**src/rtl/uart9_pkg.sv**
```systemverilog
package uart9_pkg;

   typedef enum logic [1:0] {
      PAR_NONE = 2'd0,
      PAR_EVEN = 2'd1,
      PAR_ODD  = 2'd2,
      PAR_OFF  = 2'd3
   } par_mode_e;

   typedef enum logic [2:0] {
      SER_IDLE  = 3'd0,
      SER_START = 3'd1,
      SER_DATA  = 3'd2,
      SER_PAR   = 3'd3,
      SER_STOP  = 3'd4
   } ser_state_e;

   localparam int CHAR_MAX = 8;

   // Mask for the active character bits, given the length code (length = 5 + code).
   function automatic logic [CHAR_MAX-1:0] char_mask(input logic [1:0] code);
      return 8'hFF >> (2'd3 - code);
   endfunction

   // Index of the last data bit, given the length code.
   function automatic logic [2:0] last_bit(input logic [1:0] code);
      return 3'd4 + {1'b0, code};
   endfunction

endpackage

```
**src/rtl/uart9_baud.sv**
```systemverilog
module uart9_baud #(
   parameter int DIV_W = 16
) (
   input  logic             clk,
   input  logic             rst_n,
   input  logic [DIV_W-1:0] div,
   output logic             tick
);

   logic [DIV_W-1:0] cnt_q;

   always_ff @(posedge clk or negedge rst_n) begin
      if (!rst_n) begin
         cnt_q <= '0;
         tick  <= 1'b0;
      end else if (cnt_q >= div) begin
         cnt_q <= '0;
         tick  <= 1'b1;
      end else begin
         cnt_q <= cnt_q + 1'b1;
         tick  <= 1'b0;
      end
   end

   AST_TICK_SPACING: assert property (@(posedge clk) disable iff (!rst_n)
      (tick && div != '0 && $stable(div)) |=> !tick);

endmodule

```
**src/rtl/uart9_tx.sv**
```systemverilog
module uart9_tx
   import uart9_pkg::*;
#(
   parameter int OSR = 16
) (
   input  logic       clk,
   input  logic       rst_n,
   input  logic       tick,
   input  logic [1:0] cfg_len,
   input  logic       cfg_two_stop,
   input  par_mode_e  cfg_parity,
   input  logic       cfg_nine,
   input  logic       wr,
   input  logic [7:0] wdata,
   input  logic       waddr,
   output logic       hold_full,
   output logic       active,
   output logic       txd
);

   localparam int            CW       = $clog2(OSR);
   localparam logic [CW-1:0] CNT_LAST = CW'(OSR - 1);

   ser_state_e    state_q;
   logic [CW-1:0] cnt_q;
   logic [2:0]    bit_q;
   logic [7:0]    sh_q;
   logic          xbit_q;
   logic          stop2_q;
   logic [7:0]    hold_data_q;
   logic          hold_addr_q;

   logic [1:0] eff_code;
   logic [7:0] mask;
   logic       par_en;
   logic       extra_bit;

   always_comb begin
      eff_code  = cfg_nine ? 2'd3 : cfg_len;
      mask      = char_mask(eff_code);
      par_en    = cfg_nine || cfg_parity == PAR_EVEN || cfg_parity == PAR_ODD;
      extra_bit = cfg_nine ? hold_addr_q
                           : ((cfg_parity == PAR_ODD) ^ (^(hold_data_q & mask)));
   end

   always_ff @(posedge clk or negedge rst_n) begin
      if (!rst_n) begin
         state_q     <= SER_IDLE;
         cnt_q       <= '0;
         bit_q       <= '0;
         sh_q        <= '0;
         xbit_q      <= 1'b0;
         stop2_q     <= 1'b0;
         txd         <= 1'b1;
         hold_full   <= 1'b0;
         hold_data_q <= '0;
         hold_addr_q <= 1'b0;
      end else begin
         if (wr && !hold_full) begin
            hold_full   <= 1'b1;
            hold_data_q <= wdata;
            hold_addr_q <= waddr;
         end
         if (tick) begin
            if (state_q == SER_IDLE) begin
               if (hold_full) begin
                  hold_full <= 1'b0;
                  sh_q      <= hold_data_q & mask;
                  xbit_q    <= extra_bit;
                  state_q   <= SER_START;
                  cnt_q     <= '0;
                  txd       <= 1'b0;
               end
            end else if (cnt_q != CNT_LAST) begin
               cnt_q <= cnt_q + 1'b1;
            end else begin
               cnt_q <= '0;
               case (state_q)
                  SER_START: begin
                     state_q <= SER_DATA;
                     bit_q   <= '0;
                     txd     <= sh_q[0];
                  end
                  SER_DATA: begin
                     if (bit_q == last_bit(eff_code)) begin
                        stop2_q <= 1'b0;
                        if (par_en) begin
                           state_q <= SER_PAR;
                           txd     <= xbit_q;
                        end else begin
                           state_q <= SER_STOP;
                           txd     <= 1'b1;
                        end
                     end else begin
                        sh_q  <= sh_q >> 1;
                        txd   <= sh_q[1];
                        bit_q <= bit_q + 1'b1;
                     end
                  end
                  SER_PAR: begin
                     state_q <= SER_STOP;
                     stop2_q <= 1'b0;
                     txd     <= 1'b1;
                  end
                  SER_STOP: begin
                     if (cfg_two_stop && !stop2_q) stop2_q <= 1'b1;
                     else                          state_q <= SER_IDLE;
                  end
                  default: state_q <= SER_IDLE;
               endcase
            end
         end
      end
   end

   assign active = (state_q != SER_IDLE);

   AST_TX_IDLE_MARK: assert property (@(posedge clk) disable iff (!rst_n)
      !active |-> txd);
   AST_HOLD_DRAIN: assert property (@(posedge clk) disable iff (!rst_n)
      (tick && state_q == SER_IDLE && hold_full) |=> (!hold_full && active && !txd));
   AST_WR_BLOCKED: assert property (@(posedge clk) disable iff (!rst_n)
      (hold_full && wr && !(tick && state_q == SER_IDLE)) |=> (hold_full && $stable(hold_data_q)));

endmodule

```
**src/rtl/uart9_rx.sv**
```systemverilog
module uart9_rx
   import uart9_pkg::*;
#(
   parameter int OSR         = 16,
   parameter int SYNC_STAGES = 2
) (
   input  logic       clk,
   input  logic       rst_n,
   input  logic       tick,
   input  logic       rxd,
   input  logic [1:0] cfg_len,
   input  par_mode_e  cfg_parity,
   input  logic       cfg_nine,
   output logic       done,
   output logic [7:0] d_data,
   output logic       d_ninth,
   output logic       d_perr,
   output logic       d_ferr
);

   localparam int            CW       = $clog2(OSR);
   localparam logic [CW-1:0] CNT_LAST = CW'(OSR - 1);
   localparam logic [CW-1:0] CNT_MID  = CW'(OSR / 2 - 1);

   logic [SYNC_STAGES-1:0] sync_q;
   logic                   rxs;

   genvar g;
   generate
      for (g = 0; g < SYNC_STAGES; g++) begin : g_sync
         if (g == 0) begin : g_first
            always_ff @(posedge clk or negedge rst_n) begin
               if (!rst_n) sync_q[g] <= 1'b1;
               else        sync_q[g] <= rxd;
            end
         end else begin : g_next
            always_ff @(posedge clk or negedge rst_n) begin
               if (!rst_n) sync_q[g] <= 1'b1;
               else        sync_q[g] <= sync_q[g-1];
            end
         end
      end
   endgenerate

   assign rxs = sync_q[SYNC_STAGES-1];

   ser_state_e    state_q;
   logic [CW-1:0] cnt_q;
   logic [2:0]    bit_q;
   logic [7:0]    sh_q;
   logic          xbit_q;
   logic          armed_q;

   logic [1:0] eff_code;
   logic       par_en;
   logic [7:0] aligned;
   logic       par_exp;

   always_comb begin
      eff_code = cfg_nine ? 2'd3 : cfg_len;
      par_en   = cfg_nine || cfg_parity == PAR_EVEN || cfg_parity == PAR_ODD;
      aligned  = sh_q >> (2'd3 - eff_code);
      par_exp  = (cfg_parity == PAR_ODD) ^ (^aligned);
   end

   always_ff @(posedge clk or negedge rst_n) begin
      if (!rst_n) begin
         state_q <= SER_IDLE;
         cnt_q   <= '0;
         bit_q   <= '0;
         sh_q    <= '0;
         xbit_q  <= 1'b0;
         armed_q <= 1'b0;
         done    <= 1'b0;
         d_data  <= '0;
         d_ninth <= 1'b0;
         d_perr  <= 1'b0;
         d_ferr  <= 1'b0;
      end else begin
         done <= 1'b0;
         if (tick) begin
            case (state_q)
               SER_IDLE: begin
                  if (rxs) begin
                     armed_q <= 1'b1;
                  end else if (armed_q) begin
                     armed_q <= 1'b0;
                     state_q <= SER_START;
                     cnt_q   <= '0;
                  end
               end
               SER_START: begin
                  if (cnt_q == CNT_MID) begin
                     cnt_q <= '0;
                     if (rxs) state_q <= SER_IDLE;
                     else begin
                        state_q <= SER_DATA;
                        bit_q   <= '0;
                     end
                  end else cnt_q <= cnt_q + 1'b1;
               end
               SER_DATA: begin
                  if (cnt_q == CNT_LAST) begin
                     cnt_q <= '0;
                     sh_q  <= {rxs, sh_q[7:1]};
                     if (bit_q == last_bit(eff_code))
                        state_q <= par_en ? SER_PAR : SER_STOP;
                     else
                        bit_q <= bit_q + 1'b1;
                  end else cnt_q <= cnt_q + 1'b1;
               end
               SER_PAR: begin
                  if (cnt_q == CNT_LAST) begin
                     cnt_q   <= '0;
                     xbit_q  <= rxs;
                     state_q <= SER_STOP;
                  end else cnt_q <= cnt_q + 1'b1;
               end
               SER_STOP: begin
                  if (cnt_q == CNT_LAST) begin
                     cnt_q   <= '0;
                     state_q <= SER_IDLE;
                     done    <= 1'b1;
                     d_data  <= aligned;
                     d_ninth <= cfg_nine & xbit_q;
                     d_ferr  <= !rxs;
                     d_perr  <= !cfg_nine && par_en && (xbit_q != par_exp);
                  end else cnt_q <= cnt_q + 1'b1;
               end
               default: state_q <= SER_IDLE;
            endcase
         end
      end
   end

   AST_DONE_PULSE: assert property (@(posedge clk) disable iff (!rst_n)
      done |=> !done);
   AST_FALSE_START: assert property (@(posedge clk) disable iff (!rst_n)
      (state_q == SER_START && tick && cnt_q == CNT_MID && rxs) |=> (state_q == SER_IDLE && !done));
   AST_STOP_FERR: assert property (@(posedge clk) disable iff (!rst_n)
      (state_q == SER_STOP && tick && cnt_q == CNT_LAST && !rxs) |=> (done && d_ferr));
   AST_NINE_NO_PERR: assert property (@(posedge clk) disable iff (!rst_n)
      (done && cfg_nine) |-> !d_perr);

endmodule

```
**src/rtl/uart9_rxhold.sv**
```systemverilog
module uart9_rxhold (
   input  logic       clk,
   input  logic       rst_n,
   input  logic       done,
   input  logic [7:0] d_data,
   input  logic       d_ninth,
   input  logic       d_perr,
   input  logic       d_ferr,
   input  logic       cfg_nine,
   input  logic [7:0] cfg_node,
   input  logic       rd,
   output logic       valid,
   output logic [7:0] data,
   output logic       perr,
   output logic       ferr,
   output logic       overrun
);

   logic matched_q;
   logic accept;

   assign accept = done && (!cfg_nine || (!d_ninth && matched_q));

   always_ff @(posedge clk or negedge rst_n) begin
      if (!rst_n) begin
         matched_q <= 1'b0;
         valid     <= 1'b0;
         data      <= '0;
         perr      <= 1'b0;
         ferr      <= 1'b0;
         overrun   <= 1'b0;
      end else begin
         if (done && cfg_nine && d_ninth) matched_q <= (d_data == cfg_node);
         if (accept && (!valid || rd)) begin
            valid <= 1'b1;
            data  <= d_data;
            perr  <= d_perr;
            ferr  <= d_ferr;
         end else if (rd) begin
            valid <= 1'b0;
         end
         if (accept && valid && !rd) overrun <= 1'b1;
         else if (rd)                overrun <= 1'b0;
      end
   end

   AST_OVR_SET: assert property (@(posedge clk) disable iff (!rst_n)
      (done && valid && !rd && (!cfg_nine || (!d_ninth && matched_q))) |=> overrun);
   AST_HELD_STABLE: assert property (@(posedge clk) disable iff (!rst_n)
      (valid && !rd) |=> (valid && $stable(data)));
   AST_ADDR_SWALLOWED: assert property (@(posedge clk) disable iff (!rst_n)
      (done && cfg_nine && d_ninth && !valid) |=> !valid);
   AST_RD_CLEARS: assert property (@(posedge clk) disable iff (!rst_n)
      (rd && !done) |=> (!valid && !overrun));

endmodule

```
**src/rtl/uart9_core.sv**
```systemverilog
module uart9_core #(
   parameter int DIV_W       = 16,
   parameter int OSR         = 16,
   parameter int SYNC_STAGES = 2
) (
   input  logic             clk,
   input  logic             rst_n,
   input  logic [DIV_W-1:0] cfg_div,
   input  logic [1:0]       cfg_len,
   input  logic             cfg_two_stop,
   input  logic [1:0]       cfg_parity,
   input  logic             cfg_nine,
   input  logic [7:0]       cfg_node,
   input  logic             tx_wr,
   input  logic [7:0]       tx_wdata,
   input  logic             tx_waddr,
   output logic             tx_hold_full,
   output logic             tx_active,
   output logic             tx_line,
   input  logic             rx_line,
   input  logic             rx_rd,
   output logic             rx_valid,
   output logic [7:0]       rx_data,
   output logic             rx_perr,
   output logic             rx_ferr,
   output logic             rx_overrun
);
   import uart9_pkg::*;

   generate
      if (OSR < 4 || (OSR % 2) != 0) begin : g_bad_osr
         $error("uart9_core: OSR must be even and at least 4");
      end
      if (SYNC_STAGES < 2) begin : g_bad_sync
         $error("uart9_core: SYNC_STAGES must be at least 2");
      end
      if (DIV_W < 1 || DIV_W > 24) begin : g_bad_div
         $error("uart9_core: DIV_W must lie in 1..24");
      end
   endgenerate

   par_mode_e  par_mode;
   logic       tick;
   logic       rx_done;
   logic [7:0] rx_d;
   logic       rx_ninth;
   logic       rx_pe;
   logic       rx_fe;

   assign par_mode = par_mode_e'(cfg_parity);

   uart9_baud #(.DIV_W(DIV_W)) baud_i (
      .clk   (clk),
      .rst_n (rst_n),
      .div   (cfg_div),
      .tick  (tick)
   );

   uart9_tx #(.OSR(OSR)) tx_i (
      .clk          (clk),
      .rst_n        (rst_n),
      .tick         (tick),
      .cfg_len      (cfg_len),
      .cfg_two_stop (cfg_two_stop),
      .cfg_parity   (par_mode),
      .cfg_nine     (cfg_nine),
      .wr           (tx_wr),
      .wdata        (tx_wdata),
      .waddr        (tx_waddr),
      .hold_full    (tx_hold_full),
      .active       (tx_active),
      .txd          (tx_line)
   );

   uart9_rx #(.OSR(OSR), .SYNC_STAGES(SYNC_STAGES)) rx_i (
      .clk        (clk),
      .rst_n      (rst_n),
      .tick       (tick),
      .rxd        (rx_line),
      .cfg_len    (cfg_len),
      .cfg_parity (par_mode),
      .cfg_nine   (cfg_nine),
      .done       (rx_done),
      .d_data     (rx_d),
      .d_ninth    (rx_ninth),
      .d_perr     (rx_pe),
      .d_ferr     (rx_fe)
   );

   uart9_rxhold hold_i (
      .clk      (clk),
      .rst_n    (rst_n),
      .done     (rx_done),
      .d_data   (rx_d),
      .d_ninth  (rx_ninth),
      .d_perr   (rx_pe),
      .d_ferr   (rx_fe),
      .cfg_nine (cfg_nine),
      .cfg_node (cfg_node),
      .rd       (rx_rd),
      .valid    (rx_valid),
      .data     (rx_data),
      .perr     (rx_perr),
      .ferr     (rx_ferr),
      .overrun  (rx_overrun)
   );

   AST_UPPER_ZERO: assert property (@(posedge clk) disable iff (!rst_n)
      (rx_valid && !cfg_nine) |-> ((rx_data & ~(8'hFF >> (2'd3 - cfg_len))) == 8'h00));

endmodule

```
**config.mk**
```make
export PLATFORM = sky130hd
export DESIGN_NAME = uart9_core
export DESIGN_NICKNAME = d
export VERILOG_FILES = /design/src/rtl/uart9_pkg.sv /design/src/rtl/uart9_baud.sv /design/src/rtl/uart9_tx.sv /design/src/rtl/uart9_rx.sv /design/src/rtl/uart9_rxhold.sv /design/src/rtl/uart9_core.sv
export SDC_FILE = /design/constraint.sdc
export NUM_CORES = 1
export LEC_CHECK = 0
export BUFFER_PORTS_ARGS = -buffer_cell sky130_fd_sc_hd__buf_2
export CORE_MARGIN = 2
export CORE_UTILIZATION = 50
export DETAILED_ROUTE_END_ITERATION = 6
export PLACE_DENSITY = 0.7
export REMOVE_ABC_BUFFERS = 1
export SLEW_MARGIN = 20
export SYNTH_ARGS = -nofsm -noshare
export SYNTH_HDL_FRONTEND = slang
export SYNTH_SLANG_ARGS = --single-unit
```
**constraint.sdc**
```tcl
create_clock -name clk -period 3 [get_ports clk]
set_input_delay 0.3 -clock clk [delete_from_list [all_inputs] [get_ports clk]]
set_output_delay 0.3 -clock clk [all_outputs]
set_load 0.1 [all_outputs]
```
---- Word level (Yosys, flattened, before mapping) ----
Index checks and enable logic that the tools add are counted.
cells by class
  $add $sub $neg .......................... 7
  $lt $le $gt $ge ......................... 1
  equal/unequal tests ..................... 34
  shifts and indexed selects .............. 2
  muxes and demuxes ....................... 60
  bitwise gates (word level) .............. 6
  reduce and logical (&&, ||, !) cells .... 50
operators with widths
  operator                                                number
  2-to-1 mux 3 bit                                        18
  2-to-1 mux 8 bit                                        5
  2-to-1 mux 4 bit                                        7
  inequality test 2 x 1 -> 1 bit (second input constant)  11
  2-to-1 mux 1 bit                                        20
  adder 16 x 1 -> 16 bit (second input constant)          1
  greater-or-equal comparator 16 bit                      1
  2-to-1 mux 16 bit                                       1
  parity 8 bit                                            2
  case mux 3 bit (5 select lines)                         1
  AND reduction 5 bit                                     3
  equality test 3 x 2 -> 1 bit (second input constant)    4
  case mux 3 bit (2 select lines)                         2
  case mux 3 bit (4 select lines)                         1
  case mux 4 bit (3 select lines)                         1
  AND reduction 3 bit                                     4
  AND reduction 6 bit                                     2
  logical AND 1 bit                                       11
  nonzero test 2 bit                                      5
  nonzero test 3 bit                                      3
  adder 4 x 1 -> 4 bit (second input constant)            2
  bitwise AND 8 bit                                       1
  equality test 8 bit                                     1
  inequality test 2 bit (second input constant)           4
  29 further kinds                                        49
word-level totals
  register bits after elaboration ......... 95
  input bits .............................. 44
  output and inout bits ................... 15

---- Logic depth before layout (Yosys ltp) ----
  depth in word-level cells ............... 8
  depth in mapped cells ................... 10

---- Hierarchy ----
From an unflattened synthesis, not the netlist that was laid out.
second synthesis, totals
  cell total of the unflattened synthesis .. 534
  area total of the unflattened synthesis .. 5459.0 um2
by module, submodules not included
  module        instances  cells an instance  area an instance (um2)
  uart9_rx      1          189                1888.1
  uart9_tx      1          174                1766.7
  uart9_baud    1          126                1197.4
  uart9_rxhold  1          45                 606.8

---- Least setup slack after synthesis ----
Ideal clock, no wire load.
  path type ............................... flip-flop to flip-flop
  start ................................... register tx_i.state_q[2]
  end ..................................... register tx_i.stop2_q
  setup time .............................. 0.126 ns
  data arrival time ....................... 2.053 ns
  data required time ...................... 2.874 ns
  path slack .............................. 0.821 ns
  stages on the path, launching flop included .. 9
  path buffers ............................ 1
  clock period less this slack ............ 2.179 ns
  path through ............................ dfrtp_1 -> clkbuf_1 -> nor3_4 -> inv_2 -> nand2_1 -> o21ai_0 -> nor2_1 -> nand2_1 -> o32a_1
between the ends
  word-level cells in the longest chain between the ends .. 3
  elaborated cells between the ends (all ways) .. 10
ends and longest elaborated chain
  element                                                                 line             RTL
  start, declared                                                         uart9_tx.sv:24   ser_state_e state_q;
  start signal, assigned                                                  uart9_tx.sv:48   state_q <= SER_IDLE;
  start signal, assigned                                                  uart9_tx.sv:70   state_q <= SER_START;
  start signal, assigned                                                  uart9_tx.sv:80   state_q <= SER_DATA;
  equality test 3 bit, or another cell as far along                       uart9_tx.sv:78   case (state_q)
  inequality test 2 x 1 -> 1 bit (no line), or another cell as far along  n/a
  AND reduction 6 bit (no line)                                           n/a
  end signal, assigned                                                    uart9_tx.sv:86   stop2_q <= 1'b0;
  end signal, assigned                                                    uart9_tx.sv:102  stop2_q <= 1'b0;
  end signal, assigned                                                    uart9_tx.sv:106  if (cfg_two_stop && !stop2_q) stop2_q <= 1'b1;
  end, declared                                                           uart9_tx.sv:29   logic stop2_q;
Several ways; a longest one is shown, not always the timed one.
A chain may end at the register's enable or synchronous reset.

---- Worst setup path after layout ----
  start ................................... register tx_i.bit_q[1]
  end ..................................... register tx_i.sh_q[3]
between the ends
  word-level cells in the longest chain between the ends .. 3
ends and longest elaborated chain
  element                                   line            RTL
  start, declared                           uart9_tx.sv:26  logic [2:0] bit_q;
  start signal, assigned                    uart9_tx.sv:97  bit_q <= bit_q + 1'b1;
  equality test 3 bit                       uart9_tx.sv:85  if (bit_q == last_bit(eff_code)) begin
  inequality test 2 x 1 -> 1 bit (no line)  n/a
  AND reduction 5 bit (no line)             n/a
  end signal, assigned                      uart9_tx.sv:68  sh_q <= hold_data_q & mask;
  end signal, assigned                      uart9_tx.sv:95  sh_q <= sh_q >> 1;
  end, declared                             uart9_tx.sv:27  logic [7:0] sh_q;
Every way passes these cells.

==> metrics.md <==
| Metric | Value |
|---|---|
| Grt total ovfl | `0` |
| Clock Sinks | `95` |
| Tot Pwr | `2.809 mW` |
| FMAX | `0.4558 GHz` |
| First-pass GRT wire length | `18170 µm` |
| Post-synthesis mux area share | `9.633%` |
| DRC | `0` |
| Failing checks | `negative hold slack` |
| Pleak | `2.883 nW` |
| Pwr per Cell Area | `472.1 nW/µm²` |
| Commonest non-fill, non-tap cell in the layout | `dfrtp_1` |
| Die Height | `106.8 µm` |
| Clk slew on worst S/H paths | `0.10 ns` |
| Most frequent cells in the layout | `dfrtp_1, buf_2, nand2_1` |
| Max-slew violations | `0` |
| Routed Antenna Nets | `0` |
| Status | `finished, violations left` |
| Total routed wirelength | `10390 µm` |
| Arr. time, crit path | `2.41 ns` |
| Req. time, crit path | `3.22 ns` |
| Vias | `4010` |
| Fillers | `921` |
| Core box area | `10280 µm²` |
| Mapped Cells | `539` |
| Area grow syn2layout | `12.54%` |
| Total track usage | `19.70%` |
| Worst Setup End Kind | `flip-flop` |
| GPL Wtd Cong | `0.8468` |
| Final hold slack | `-0.0005596 ns` |
| Most used DFF post-synth | `dfrtp_1` |
| Largest family of logic cells by synthesized area | `simple AND/OR/NAND/NOR gates` |
| Half-perimeter wire length after placement | `7643 µm` |
| Max Clock Skew | `0.01306 ns` |
| Critical path startpoint category | `flip-flop` |
| Final setup viols | `0` |
| CTS max path bufs | `2` |
| Max-cap violations | `0` |
| Core Rows | `37` |
| PortBufs | `58` |
| Fraction of registers with async set/reset | `100.0%` |
| Worst Tran Pin Value | `0.7875 ns` |
| Synthesized area per cell | `9.808 µm²` |
| Max_slew headroom | `47.39%` |
| Final #Nets | `656` |
| Worst setup path class | `reg -> reg` |
| Min Tclk post-route | `2.194 ns` |
| Adder-cell share of the synthesized area | `4.970%` |
| Die ar. | `11410 µm²` |
| Die width | `106.8 µm` |
| Largest net degree at the start of global routing | `62` |
| RSZ-0062 raised after global routing | `no` |
| Final TNS setup | `0 ns` |
| Post-CTS Setup Inserts | `0` |
| Worst vdd ir | `0.3121 mV` |
| # resized after CTS | `0` |
| H-tree depth | `3` |
| Sequential share of the synthesized area | `45.04%` |
| Share of cells above drive strength 1 | `21.31%` |
| CTS tree | `done` |
| Ys Warns | `0` |
| Cells after DPL | `716` |
| Post-synth EDFFs | `0` |
| TritonCTS Buffers | `9` |
| Compound-cell area share of the yosys netlist | `12.19%` |
| Flops & latches, synth | `95` |
| ANT cells | `0` |
| First-pass DRT Iterations | `4` |
| Synth Cell Area | `5286 µm²` |
| Drt initial violations | `210` |
| Final hold vios | `1` |
| Skew-Pair Late Insertion Delay | `0.37 ns` |
| Starting Density | `51.44%` |
| Worst hold path class | `in -> async` |
| Post-Synth XOR/XNOR Area | `6.888%` |
| Vias in the first global route | `3854` |
| Crit share post-route | `73.13%` |
| CTS root buf | `clkbuf_8` |
| WL/cell | `14.19 µm` |
| Number of placed I/O pins | `59` |
| Post-synthesis simple-gate area fraction | `17.23%` |
| Hold-fix buffers, CTS | `0` |
| Post-Layout Cell Count | `732` |
| Via density | `5.478` |
| Initial antenna violation count | `0` |
| Yosys cell types | `62` |
| Crit path max fanout | `14` |
| Fin util | `57.89%` |
## critical path, cell delays in order (launching register included)
cell      delay, ns
dfrtp_1        0.45
or3_1          0.34
a21oi_1        0.16
o21ai_1        0.23
a21boi_1       0.68
o21ai_0        0.21
## sequential cells by signal, summed over array words and instances, names as in the netlist, 3 cells and up
register / cells
baud_i.cnt_q: 16
hold_i.data: 8
rx_i.bit_q: 3
rx_i.cnt_q: 4
rx_i.d_data: 8
rx_i.sh_q: 8
rx_i.state_q: 3
tx_i.bit_q: 3
tx_i.cnt_q: 4
tx_i.hold_data_q: 8
tx_i.sh_q: 8
tx_i.state_q: 3
## layout make-up
class	count	area (µm²)	share of cell area [%]
clock buffer	9	123.9	2.082
tap	136	170.2	2.860
multi-input combinational	394	2691	45.24
sequential	95	2381	40.02
inverter	26	97.59	1.640
clock inverter	7	127.6	2.145
timing repair buffer	65	357.8	6.015
## metrics by stage
| stage | setup slack [ns] | area, µm² | hold slack (ns) |
|---|---|---|---|
| 2_1_floorplan | 0.7434 | 5170 | 0.004409 |
| 5_1_grt | 0.4971 | 5949 | 0.01211 |
| 3_5_place_dp | 0.6155 | 5698 | 0.3470 |
| 4_1_cts | 0.7776 | 5949 | 0.01751 |
| 6_report | 0.8061 | 5949 | -0.0005596 |
| 3_3_place_gp | 0.7446 | 5698 | 0.3459 |
## final timing paths
kind                                               to                       from  cells after the start  slack (ns)
max in group asynchronous    rx_i.sync_q[0]$_DFF_PN1_                      rst_n                      2        2.27
hold / removal             baud_i.cnt_q[14]$_DFF_PN0_                      rst_n                      1     -0.0006
setup reg to reg             tx_i.sh_q[3]$_DFFE_PN0P_  tx_i.bit_q[1]$_DFFE_PN0P_                      5        0.81
min in group clk             rx_i.sync_q[0]$_DFF_PN1_                    rx_line                      1        0.03
hold reg to reg                    rx_i.rxs$_DFF_PN1_   rx_i.sync_q[0]$_DFF_PN1_                      0        0.36
setup / recovery             tx_i.sh_q[3]$_DFFE_PN0P_  tx_i.bit_q[1]$_DFFE_PN0P_                      5        0.81
## cells by family (layout without fill, tap and decap cells)
group / Yosys count / after routing
AO/OA/AOI/OAI: 102 / 102
XOR/XNOR: 40 / 40
adder cells (fa/ha/maj): 21 / 21
buffers and inverters: 50 / 107
flip-flops: 95 / 95
multiplexers: 47 / 47
AND/OR/NAND/NOR: 184 / 184
## routing by layer
layer  GRT usage, %  vias to the layer above  part of all wire [%]
met1          26.79                     1910                    47
met3          3.647                       18                   3.9
met4          6.586                        0                   1.7
met2          31.94                       87                    48
li1               -                     1995                     -
met5              0                        -                     0
## synth_stat cells (3+ instances only)
master | instances | area (µm²)
nand3_1 | 32 | 160.2
mux2_2 | 31 | 349.1
o31ai_1 | 6 | 45.04
o21a_1 | 4 | 30.03
a211oi_1 | 3 | 22.52
o211ai_1 | 3 | 22.52
nand4_1 | 9 | 56.30
nand2b_1 | 6 | 37.54
clkbuf_1 | 15 | 56.30
nand2_1 | 49 | 183.9
inv_1 | 25 | 93.84
o21ai_0 | 40 | 200.2
xnor2_1 | 25 | 219.0
ha_1 | 21 | 262.8
a21o_1 | 6 | 45.04
dfrtp_1 | 92 | 2302
mux2i_1 | 16 | 160.2
nor2b_1 | 5 | 31.28
nor2_1 | 47 | 176.4
and3_1 | 6 | 37.54
nor3_1 | 7 | 35.03
or2_2 | 4 | 25.02
dfstp_2 | 3 | 78.83
buf_2 | 6 | 30.03
xor2_1 | 14 | 122.6
a21oi_1 | 17 | 85.08
a21boi_0 | 3 | 22.52
## power by group
part | total [mW] | switching (mW) | internal, mW
clock network | 1.03 | 0.466 | 0.565
logic | 0.350 | 0.172 | 0.179
registers | 1.43 | 0.0845 | 1.34
total | 2.81 | 0.722 | 2.09
No activity file was read; power rests on OpenSTA's default activity.
